File: src/rtl/stdp_seq_pkg.sv
package stdp_seq_pkg;
  typedef enum logic [1:0] {
    WK_IDLE  = 2'd0,
    WK_ISSUE = 2'd1,
    WK_HOLD  = 2'd2
  } wk_state_t;
endpackage

File: src/rtl/stdp_act_flags.sv
// Sticky per-input activity bits plus the copy that a walk decides from.
module stdp_act_flags #(
  parameter int N_IN = 784,
  localparam int IN_W = $clog2(N_IN)
) (
  input  logic            clk,
  input  logic            rst_n,
  input  logic            evt_valid,
  input  logic [IN_W-1:0] evt_addr,
  input  logic            sample_clr,
  input  logic            snap_load,
  output logic [N_IN-1:0] snap
);
  logic [N_IN-1:0] flags_q, flags_d;

  always_comb begin
    flags_d = flags_q;
    if (snap_load || sample_clr) flags_d = '0;
    for (int i = 0; i < N_IN; i++)
      if (evt_valid && !sample_clr && (evt_addr == IN_W'(i))) flags_d[i] = 1'b1;
  end

  always_ff @(posedge clk or negedge rst_n)
    if (!rst_n) flags_q <= '0;
    else        flags_q <= flags_d;

  always_ff @(posedge clk or negedge rst_n)
    if (!rst_n)         snap <= '0;
    else if (snap_load) snap <= flags_q;

  assert_flag_set_R1: assert property (@(posedge clk) disable iff (!rst_n)
    evt_valid && !sample_clr |=> flags_q[$past(evt_addr)]);
  assert_clear_R9: assert property (@(posedge clk) disable iff (!rst_n)
    sample_clr |=> (flags_q == '0));
endmodule

File: src/rtl/stdp_fire_fifo.sv
// Small queue of pending neuron indices with a sticky loss flag.
module stdp_fire_fifo #(
  parameter int W     = 7,
  parameter int DEPTH = 2,
  localparam int PW = (DEPTH > 1) ? $clog2(DEPTH) : 1,
  localparam int CW = $clog2(DEPTH + 1)
) (
  input  logic         clk,
  input  logic         rst_n,
  input  logic         push,
  input  logic [W-1:0] din,
  input  logic         pop,
  output logic [W-1:0] dout,
  output logic         empty,
  output logic         ovf
);
  logic [W-1:0]  mem [DEPTH];
  logic [PW-1:0] wr_q, rd_q;
  logic [CW-1:0] cnt_q, cnt_d;
  logic          push_ok, pop_ok;

  assign empty   = (cnt_q == '0);
  assign pop_ok  = pop && !empty;
  assign push_ok = push && ((cnt_q != CW'(DEPTH)) || pop_ok);
  assign dout    = mem[rd_q];

  always_comb begin
    cnt_d = cnt_q;
    if (push_ok && !pop_ok)      cnt_d = cnt_q + CW'(1);
    else if (pop_ok && !push_ok) cnt_d = cnt_q - CW'(1);
  end

  always_ff @(posedge clk)
    if (push_ok) mem[wr_q] <= din;

  always_ff @(posedge clk or negedge rst_n)
    if (!rst_n) begin
      wr_q <= '0; rd_q <= '0; cnt_q <= '0; ovf <= 1'b0;
    end else begin
      if (push_ok) wr_q <= (wr_q == PW'(DEPTH - 1)) ? '0 : wr_q + PW'(1);
      if (pop_ok)  rd_q <= (rd_q == PW'(DEPTH - 1)) ? '0 : rd_q + PW'(1);
      cnt_q <= cnt_d;
      if (push && !push_ok) ovf <= 1'b1;
    end

  assert_no_overrun_R8: assert property (@(posedge clk) disable iff (!rst_n)
    cnt_q <= CW'(DEPTH));
  assert_ovf_sticky_R8: assert property (@(posedge clk) disable iff (!rst_n)
    ovf |=> ovf);
endmodule

File: src/rtl/stdp_walker.sv
// Walks one neuron's synapses (or every neuron's, in init mode) and emits commands.
module stdp_walker
  import stdp_seq_pkg::*;
#(
  parameter int N_IN     = 784,
  parameter int N_OUT    = 100,
  parameter int PROG_CYC = 50,
  localparam int IN_W  = $clog2(N_IN),
  localparam int OUT_W = $clog2(N_OUT),
  localparam int HC_W  = $clog2(PROG_CYC + 1)
) (
  input  logic             clk,
  input  logic             rst_n,
  input  logic             init_req,
  input  logic             q_empty,
  input  logic [OUT_W-1:0] q_idx,
  input  logic [N_IN-1:0]  snap,
  input  logic             cmd_ready,
  output logic             q_pop,
  output logic             snap_load,
  output logic             init_ack,
  output logic             cmd_valid,
  output logic [IN_W-1:0]  cmd_in_idx,
  output logic [OUT_W-1:0] cmd_out_idx,
  output logic             cmd_pot,
  output logic             cmd_init,
  output logic             busy
);
  wk_state_t        st_q, st_d;
  logic [IN_W-1:0]  in_q, in_d;
  logic [OUT_W-1:0] out_q, out_d;
  logic             init_q, init_d;
  logic [HC_W-1:0]  hc_q, hc_d;

  always_comb begin
    st_d = st_q; in_d = in_q; out_d = out_q; init_d = init_q; hc_d = hc_q;
    q_pop = 1'b0; snap_load = 1'b0; init_ack = 1'b0;
    unique case (st_q)
      WK_IDLE: begin
        if (init_req) begin
          init_ack = 1'b1; snap_load = 1'b1;
          init_d = 1'b1; out_d = '0; in_d = '0; st_d = WK_ISSUE;
        end else if (!q_empty) begin
          q_pop = 1'b1; snap_load = 1'b1;
          init_d = 1'b0; out_d = q_idx; in_d = '0; st_d = WK_ISSUE;
        end
      end
      WK_ISSUE: begin
        if (cmd_ready) begin
          hc_d = '0; st_d = WK_HOLD;
        end
      end
      WK_HOLD: begin
        if (hc_q == HC_W'(PROG_CYC - 1)) begin
          if (in_q == IN_W'(N_IN - 1)) begin
            if (init_q && (out_q != OUT_W'(N_OUT - 1))) begin
              out_d = out_q + OUT_W'(1); in_d = '0; st_d = WK_ISSUE;
            end else begin
              st_d = WK_IDLE;
            end
          end else begin
            in_d = in_q + IN_W'(1); st_d = WK_ISSUE;
          end
        end else begin
          hc_d = hc_q + HC_W'(1);
        end
      end
      default: st_d = WK_IDLE;
    endcase
  end

  always_ff @(posedge clk or negedge rst_n)
    if (!rst_n) begin
      st_q <= WK_IDLE; in_q <= '0; out_q <= '0; init_q <= 1'b0; hc_q <= '0;
    end else begin
      st_q <= st_d; in_q <= in_d; out_q <= out_d; init_q <= init_d; hc_q <= hc_d;
    end

  assign cmd_valid   = (st_q == WK_ISSUE);
  assign cmd_in_idx  = in_q;
  assign cmd_out_idx = out_q;
  assign cmd_init    = init_q;
  assign cmd_pot     = init_q ? ~in_q[0] : snap[in_q];
  assign busy        = (st_q != WK_IDLE);

  assert_cmd_stable_R5: assert property (@(posedge clk) disable iff (!rst_n)
    cmd_valid && !cmd_ready |=> cmd_valid && $stable(cmd_in_idx)
      && $stable(cmd_out_idx) && $stable(cmd_pot) && $stable(cmd_init));
  assert_hold_gap_R4: assert property (@(posedge clk) disable iff (!rst_n)
    cmd_valid && cmd_ready |=> !cmd_valid);
endmodule

File: src/rtl/stdp_seq.sv
// Top: reset release, fire gating, init request latch, inference pulse timer.
module stdp_seq #(
  parameter int N_IN        = 784,
  parameter int N_OUT       = 100,
  parameter int PROG_CYC    = 50,
  parameter int INF_CYC     = 1000,
  parameter int FIFO_DEPTH  = 2,
  localparam int IN_W  = $clog2(N_IN),
  localparam int OUT_W = $clog2(N_OUT),
  localparam int IC_W  = $clog2(INF_CYC + 1)
) (
  input  logic             clk,
  input  logic             rst_n,
  input  logic             train_en,
  input  logic             init_start,
  input  logic             sample_clr,
  input  logic             in_evt_valid,
  input  logic [IN_W-1:0]  in_evt_addr,
  input  logic             post_fire_valid,
  input  logic [OUT_W-1:0] post_fire_idx,
  output logic             inf_pulse,
  output logic [IN_W-1:0]  inf_addr,
  output logic             cmd_valid,
  input  logic             cmd_ready,
  output logic [IN_W-1:0]  cmd_in_idx,
  output logic [OUT_W-1:0] cmd_out_idx,
  output logic             cmd_pot,
  output logic             cmd_init,
  output logic             busy,
  output logic             fire_ovf
);
  logic rst_q1, rst_s_n;
  always_ff @(posedge clk or negedge rst_n)
    if (!rst_n) begin rst_q1 <= 1'b0; rst_s_n <= 1'b0; end
    else        begin rst_q1 <= 1'b1; rst_s_n <= rst_q1; end

  logic             init_pend_q, init_ack, q_pop, q_empty, snap_load;
  logic [OUT_W-1:0] q_idx;
  logic [N_IN-1:0]  snap;
  logic [IC_W-1:0]  icnt_q;

  always_ff @(posedge clk or negedge rst_s_n)
    if (!rst_s_n)        init_pend_q <= 1'b0;
    else if (init_start) init_pend_q <= 1'b1;
    else if (init_ack)   init_pend_q <= 1'b0;

  always_ff @(posedge clk or negedge rst_s_n)
    if (!rst_s_n)          icnt_q <= '0;
    else if (in_evt_valid) icnt_q <= IC_W'(INF_CYC);
    else if (inf_pulse)    icnt_q <= icnt_q - IC_W'(1);

  always_ff @(posedge clk or negedge rst_s_n)
    if (!rst_s_n)          inf_addr <= '0;
    else if (in_evt_valid) inf_addr <= in_evt_addr;

  assign inf_pulse = (icnt_q != '0);

  stdp_act_flags #(.N_IN(N_IN)) u_flags (
    .clk, .rst_n(rst_s_n), .evt_valid(in_evt_valid), .evt_addr(in_evt_addr),
    .sample_clr, .snap_load, .snap
  );

  stdp_fire_fifo #(.W(OUT_W), .DEPTH(FIFO_DEPTH)) u_fifo (
    .clk, .rst_n(rst_s_n), .push(post_fire_valid && train_en), .din(post_fire_idx),
    .pop(q_pop), .dout(q_idx), .empty(q_empty), .ovf(fire_ovf)
  );

  stdp_walker #(.N_IN(N_IN), .N_OUT(N_OUT), .PROG_CYC(PROG_CYC)) u_walk (
    .clk, .rst_n(rst_s_n), .init_req(init_pend_q), .q_empty, .q_idx, .snap,
    .cmd_ready, .q_pop, .snap_load, .init_ack, .cmd_valid, .cmd_in_idx,
    .cmd_out_idx, .cmd_pot, .cmd_init, .busy
  );

  assert_inf_start_R12: assert property (@(posedge clk) disable iff (!rst_s_n)
    in_evt_valid |=> inf_pulse && (inf_addr == $past(in_evt_addr)));
endmodule

File: config.mk
export PLATFORM = sky130hd
export DESIGN_NAME = stdp_seq
export DESIGN_NICKNAME = d
export VERILOG_FILES = /design/src/rtl/stdp_seq_pkg.sv /design/src/rtl/stdp_act_flags.sv /design/src/rtl/stdp_fire_fifo.sv /design/src/rtl/stdp_walker.sv /design/src/rtl/stdp_seq.sv
export SDC_FILE = /design/constraint.sdc
export NUM_CORES = 2
export LEC_CHECK = 0
export BUFFER_PORTS_ARGS = -buffer_cell sky130_fd_sc_hd__clkbuf_2
export CAP_MARGIN = 20
export CORE_MARGIN = 2
export CORE_UTILIZATION = 38
export DETAILED_ROUTE_END_ITERATION = 8
export SETUP_SLACK_MARGIN = 0.3
export SYNTH_ARGS = -nofsm -noshare
export SYNTH_HDL_FRONTEND = slang
export SYNTH_SLANG_ARGS = --single-unit
File: constraint.sdc
create_clock -name clk -period 132 [get_ports clk]
set_input_delay 13.2 -clock clk [delete_from_list [all_inputs] [get_ports clk]]
set_output_delay 13.2 -clock clk [all_outputs]
set_load 0.02 [all_outputs]
# Word-level counts from Yosys, hierarchy flattened
# Memory sizes are Yosys's and may differ from the RTL's.
# Index checks and enable logic that the tools add are counted.
[totals]
register_bits = 1622
mem_bits_rw = 14
inputBits = 25
output_inout_bits = 33
elab_cells = 4033
mem_count = 1
[op_classes]
addsub = 8
n_lt_le_gt_ge = 1
n_eq_ne = 797
muxes = 829
bitwise_logic = 1
n_reduce_logical = 1597
[mem_list]
columns = ["name", "words", "width", "rd", "rd_ports_with_merged_regs", "wr", "line", "text"]
rows = [
  ["u_fifo.mem", 2, 7, 1, 0, 1, "stdp_fire_fifo.sv:17", "logic [W-1:0] mem [DEPTH];"],
]
[op_table]
columns = ["op", "n"]
rows = [
  ["$eq A10 B10 Y1 const B", 273],
  ["$eq A10 B9 Y1 const B", 256],
  ["$reduce_bool A2 Y1", 790],
  ["$eq A10 B8 Y1 const B", 128],
  ["$mux W1", 803],
  ["$logic_and A1 B1 Y1", 792],
  ["$mux W784", 1],
  ["$eq A10 B7 Y1 const B", 64],
  ["$eq A10 B6 Y1 const B", 32],
  ["$eq A10 B5 Y1 const B", 16],
  ["$eq A10 B4 Y1 const B", 8],
  ["$mux W10", 7],
  ["$eq A10 B3 Y1 const B", 4],
  ["$mux W7", 5],
  ["$eq A10 B2 Y1 const B", 2],
  ["$pmux W10 S2", 1],
  ["$pmux W7 S2", 1],
  ["$mux W2", 6],
  ["$mux W6", 2],
  ["$pmux W6 S2", 1],
  ["$lt A10 B11 Y1 const B", 1],
  ["$add A10 B1 Y10 const B", 1],
  ["$bmux W1 S10", 1],
  ["$eq A10 B1 Y1 const B", 1],
  ["other kinds (24)", 37],
]

# Depth between registers and ports, before layout
[logic_depth]
ltp_word = 11
depth_mapped = 12
ltp_nobuf = 8

# By module
# Synthesis repeated with hierarchy kept, for this count alone.
[hier_totals]
hier_cells = 4577
hier_area_um2 = 68868.6
[by_module_without_submodules]
columns = ["module", "instances", "cells_each", "area_per_inst_um2", "seq_area_each_um2"]
rows = [
  ["stdp_act_flags", 1, 3692, 58931.5, 39237.6],
  ["stdp_walker", 1, 757, 8166.6, 650.6],
  ["stdp_seq", 1, 86, 1022.2, 575.6],
  ["stdp_fire_fifo", 1, 42, 748.2, 545.5],
]

# Least setup slack after synthesis
# No wires, ideal clock.
[synth_path]
path_type = "register to output"
from = "reg u_walk.in_q[0] (netlist: u_walk.cmd_in_idx[0])"
to = "out cmd_pot"
arrival_time_ps = 2682
required_time_ps = 118800
path_slack_ps = 116118
stages_incl_launch_ff = 12
n_path_buf = 4
path_cell_list = "dfrtp_1 buf_6 buf_12 buf_12 buf_12 mux2i_1 a22oi_2 a22oi_1 a211o_1 a32oi_1 a311oi_2 a2111oi_2"
[synth_between]
elab_chain_cells = 3
word_cells_on_any_way = 4
cone_classes = "mux: 3; bitwise: 1"
[synth_rtl]
columns = ["item", "line", "text"]
rows = [
  ["start, declared", "stdp_walker.sv:30", "logic [IN_W-1:0] in_q, in_d;"],
  ["start signal, assigned", "stdp_walker.sv:74", "st_q <= WK_IDLE; in_q <= '0; out_q <= '0; init_q <= 1'b0; hc_q <= '0;"],
  ["start signal, assigned", "stdp_walker.sv:76", "st_q <= st_d; in_q <= in_d; out_q <= out_d; init_q <= init_d; hc_q <= hc_d;"],
  ["$bmux W1 S10", "stdp_walker.sv:83", "assign cmd_pot = init_q ? ~in_q[0] : snap[in_q];"],
  ["$mux W1 (not written as such)", "stdp_walker.sv:83", ""],
  ["$mux W1 *", "stdp_walker.sv:83", ""],
  ["end, declared", "stdp_seq.sv:27", "output logic cmd_pot,"],
]
# Every way passes the cells marked *; elsewhere a longest branch is shown, timed or not. The select of a mux whose other input is x is not followed.

# Worst setup path after layout
[layout_path]
from = "reg u_walk.in_q[3] (netlist: u_walk.cmd_in_idx[3])"
to = "out cmd_pot"
[layout_between]
elab_chain_cells = 3
[layout_rtl]
columns = ["item", "line"]
rows = [
  ["$bmux W1 S10", "stdp_walker.sv:83"],
  ["$mux W1 (not written as such)", "stdp_walker.sv:83"],
  ["$mux W1", "stdp_walker.sv:83"],
]
# Every way passes these cells. The select of a mux whose other input is x is not followed.

==> impl_metrics.tcl <==
set metrics [dict create \
    finalSetupTns_ns 0 \
    combinationalPowerShare_pct 2.5 \
    static-leakage-power_nw 35.1 \
    crit_slowest_cell "nor3_1" \
    htree_levels 4 \
    worstSkewPairLatency_ns 0.80 \
    die_y_um 423 \
    wl_per_cell_um 25.1 \
    initial_utilization_pct 38.3 \
    path_max_fanout 28 \
    drive_gt1_share_pct 29.7 \
    yosys_warnings 0 \
    status "completed" \
    netlist.area_leader.share_pct 60.8 \
    track_usage_pct 20.1 \
    postCtsSetupRepairBufs 0 \
    final_util_pct 43.2 \
    num_io_pins 58 \
    power_density_mw_per_mm2 13.7 \
    cp_cell_sequence "buf_4, inv_1, nor3_1, a22oi_1, a211o_1, a32oi_1, a311oi_2, a2111oi_2, clkbuf_2" \
    r2r_start "rst_s_n" \
    final.period_utilization_pct 14.2 \
    cellInternalPower_mw 0.804 \
    rows 153 \
    r2r_slack_ns 126.08 \
    startpoint "u_walk.cmd_in_idx[3]" \
    totalWireLength_um 181000 \
    setup_viol_count_final 0 \
    final_nets 4779 \
    syn_inst 4784 \
    cts_made_buffers 170 \
    synth_edf_count 14 \
    r2r_cells 6 \
    grt_pass1_vias 41900 \
    detailed_place_hpwl_um 105000 \
    grt_max_degree 202 \
    overflow 0 \
    grt_setup_unrepaired "no" \
    worst_slew_pin_slew_ns 1.15 \
    holdBufCountCts 0 \
    finClkSkew_ns 0.0465 \
    fillers 15900 \
    synth_fp_nets 4815 \
    first_pass_iters 8 \
    criticalPathCategory "reg2out" \
    avgSynthCellArea_um2 14.0 \
    fp.dieW_um 423 \
    fmax_mhz 53.4 \
    ctsRootBufferMaster "clkbuf_16" \
    maxSlewViolCount 0 \
    clockBufferDepth 3 \
    synth_ff_type "dfrtp_1" \
    place_congestion 0.793 \
    path_clk_slew_ns 0.06 \
    post-place-ws_ns 114.06 \
    final_cells 7220 \
    worst_slack_ns 113.28 \
    p_sw_share_pct 22.2 \
    ys_seq_elements 1636 \
    crit_path_max_incr_delay_ns 1.02 \
    syn_to_final_growth_pct 12.8 \
    netlist_area_mm2 0.0668 \
    via_per_inst 5.67 \
    drt-initial-drc-count 3691 \
    cts_tree "done" \
    fp.coreArea_mm2 0.174 \
    max_slew_margin_pct 23.2 \
    dieArea_mm2 0.179 \
    clock_sinks 1636 \
    hold_viol 0 \
    io_buffers 57 \
    crit_path_start_kind "flip-flop" \
    vias 40900 \
    seqPwrFrac_pct 48.9 \
    post-place-cells 6897 \
    ys_seq_area_share_pct 61.4 \
    cp.required_ns 118.80 \
    maxCapViolCount 0 \
    yosysTopAreaCell "dfrtp_1" \
    holdCritPathClass "reg2async" \
    synthArstFlopShare_pct 99.1 \
    ir_worst_vdd_mv 0.00946 \
    end_kind "output pin" \
    period_needed_ns 18.72 \
    cts_resized 0 \
    antenna_found_initial 12 \
    cp.arrival_ns 5.52 \
    yosysUniqueCellTypes 77 \
    rr_endpoint "u_flags.snap[436]" \
    p_sw_mw 0.229 \
    ant_nets 0 \
    clkPwrFrac_pct 48.6 \
    synth.area.top_cells "dfrtp_1 61%, mux2_2 14%, a22o_1 6.2%, mux4_2 4.8%, o21ai_0 2.6%" \
    drc 0 \
    grt_pass1_wl_um 276000 \
]
[logic make-up (layout without fill, tap and decap cells)]
kind of cell    after synthesis  after routing  share of synthesized area (%)
xor+xnor                     20             20                          0.262
mux                        1051           1051                           20.5
other cells                   1              3                        0.00561
simple gates                725            725                           4.64
flops                      1636           1636                           61.4
fa+ha+maj                     6              6                          0.112
buf+inv                     392            501                           2.79
compound gates              953            953                           10.3
[power by group through the flow]
| stage | clock network, mW | registers (mW) | logic [mW] |
|---|---|---|---|
| 3_5_place_dp | 0 | 0.515 | 0.0263 |
| 5_1_grt | 0.533 | 0.505 | 0.0289 |
| 2_1_floorplan | 0 | 0.523 | 0.00860 |
| 3_3_place_gp | 0 | 0.515 | 0.0261 |
| 4_1_cts | 0.511 | 0.506 | 0.0264 |
| 6_report | 0.502 | 0.506 | 0.0258 |
[final cells by class]
| class | instances | area (µm²) | share of cell area (%) |
|---|---|---|---|
| Multi-Input combinational cell | 2756 | 24100 | 32.0 |
| Clock inverter | 71 | 927 | 1.23 |
| Sequential cell | 1636 | 41000 | 54.5 |
| Clock buffer | 246 | 4970 | 6.60 |
| Tap cell | 2325 | 2910 | 3.86 |
| Antenna cell | 2 | 5.00 | 0.00665 |
| Inverter | 12 | 45.0 | 0.0598 |
| Timing Repair Buffer | 172 | 1350 | 1.80 |
[metal layers]
layer  wire [µm]  up-vias  global-route usage [%]
met5          12        -                       0
met4        4880        2                    5.80
met3       10900      291                    3.83
met2       82500     1120                    30.7
met1       82500    22100                    29.2
li1            -    17400                       -
[cells in the final DEF (no fill, tap or decap), types with 7 or more instances in the layout]
master,count
and3_1,12
xnor2_1,7
nand4_1,15
bufinv_16,17
mux2_2,802
inv_1,10
buf_12,9
o211ai_1,7
edfxtp_1,14
nor2b_1,17
a211oi_1,7
nor2_2,15
o21ai_0,341
nor3_1,19
dfrtp_1,1617
nand3_1,43
clkbuf_8,37
nand2b_1,12
mux2i_1,84
mux4_2,141
a31oi_1,9
a22oi_1,24
a21oi_1,30
clkbuf_2,57
buf_4,99
xor2_1,13
nor2_1,90
a221oi_1,12
nand2_1,443
a22o_1,476
and2_1,9
clkinv_2,33
mux4_1,22
clkbuf_1,36
clkbuf_16,173
nor3_2,8
[through the flow]
stage | cell area [µm²] | total power, mW | hold slack [ns]
floorplan | 66800 | 0.532 | 0.331
global placement | 69200 | 0.541 | 0.333
CTS | 75200 | 1.04 | 0.351
global route | 75300 | 1.07 | 0.355
detailed placement | 69300 | 0.541 | 0.336
finish | 75300 | 1.03 | 0.347
[state kept, by name, summed over array words and instances, names as in the netlist]
signal,cells
u_walk.hc_q,6
u_flags.snap,784
u_walk.st_q,2
inf_addr,10
init_pend_q,1
u_walk.cmd_out_idx,7
u_walk.cmd_in_idx,10
u_fifo.cnt_q,2
u_fifo.rd_q,1
u_fifo.wr_q,1
rst_s_n,1
u_fifo.mem,14
icnt_q,10
u_flags.flags_q,784
rst_q1,1
u_fifo.ovf,1
u_walk.cmd_init,1
[worst max-delay path, delay by kind of cell (launching register included)]
family | cells | cell delay, ns
and+or+nand+nor | 1 | 1.02
DFF | 1 | 0.34
AOI/OAI and AO/OA | 5 | 1.91
buffers and inverters | 3 | 1.43
[synth_stat cells, types with 6 or more instances]
library cell	count
dfrtp_1	1622
mux2_2	802
a22o_1	476
nand2_1	443
o21ai_0	341
clkbuf_1	255
mux4_2	141
nor2_1	109
mux2i_1	84
buf_2	75
nand3_1	43
a21oi_1	31
nor3_1	27
a22oi_1	24
mux4_1	22
nor2b_1	20
buf_1	17
nand4_1	15
edfxtp_1	14
xor2_1	13
a221oi_1	12
and3_1	12
nand2b_1	12
buf_6	10
inv_1	10
a31oi_1	9
and2_1	9
buf_12	8
buf_4	8
a211oi_1	7
nor3b_1	7
o211ai_1	7
xnor2_1	7
a211o_1	6
ha_1	6
or3_1	6
[how the worst max path moves through the flow]
stage | slack (ns) | to
5_1_grt | 113.30 | cmd_pot
4_1_cts | 113.21 | cmd_pot
3_3_place_gp | 114.10 | cmd_pot
6_report | 113.28 | cmd_pot
2_1_floorplan | 83.44 | icnt_q[0]
3_5_place_dp | 114.06 | cmd_pot
No activity file was read; power rests on OpenSTA's default activity.
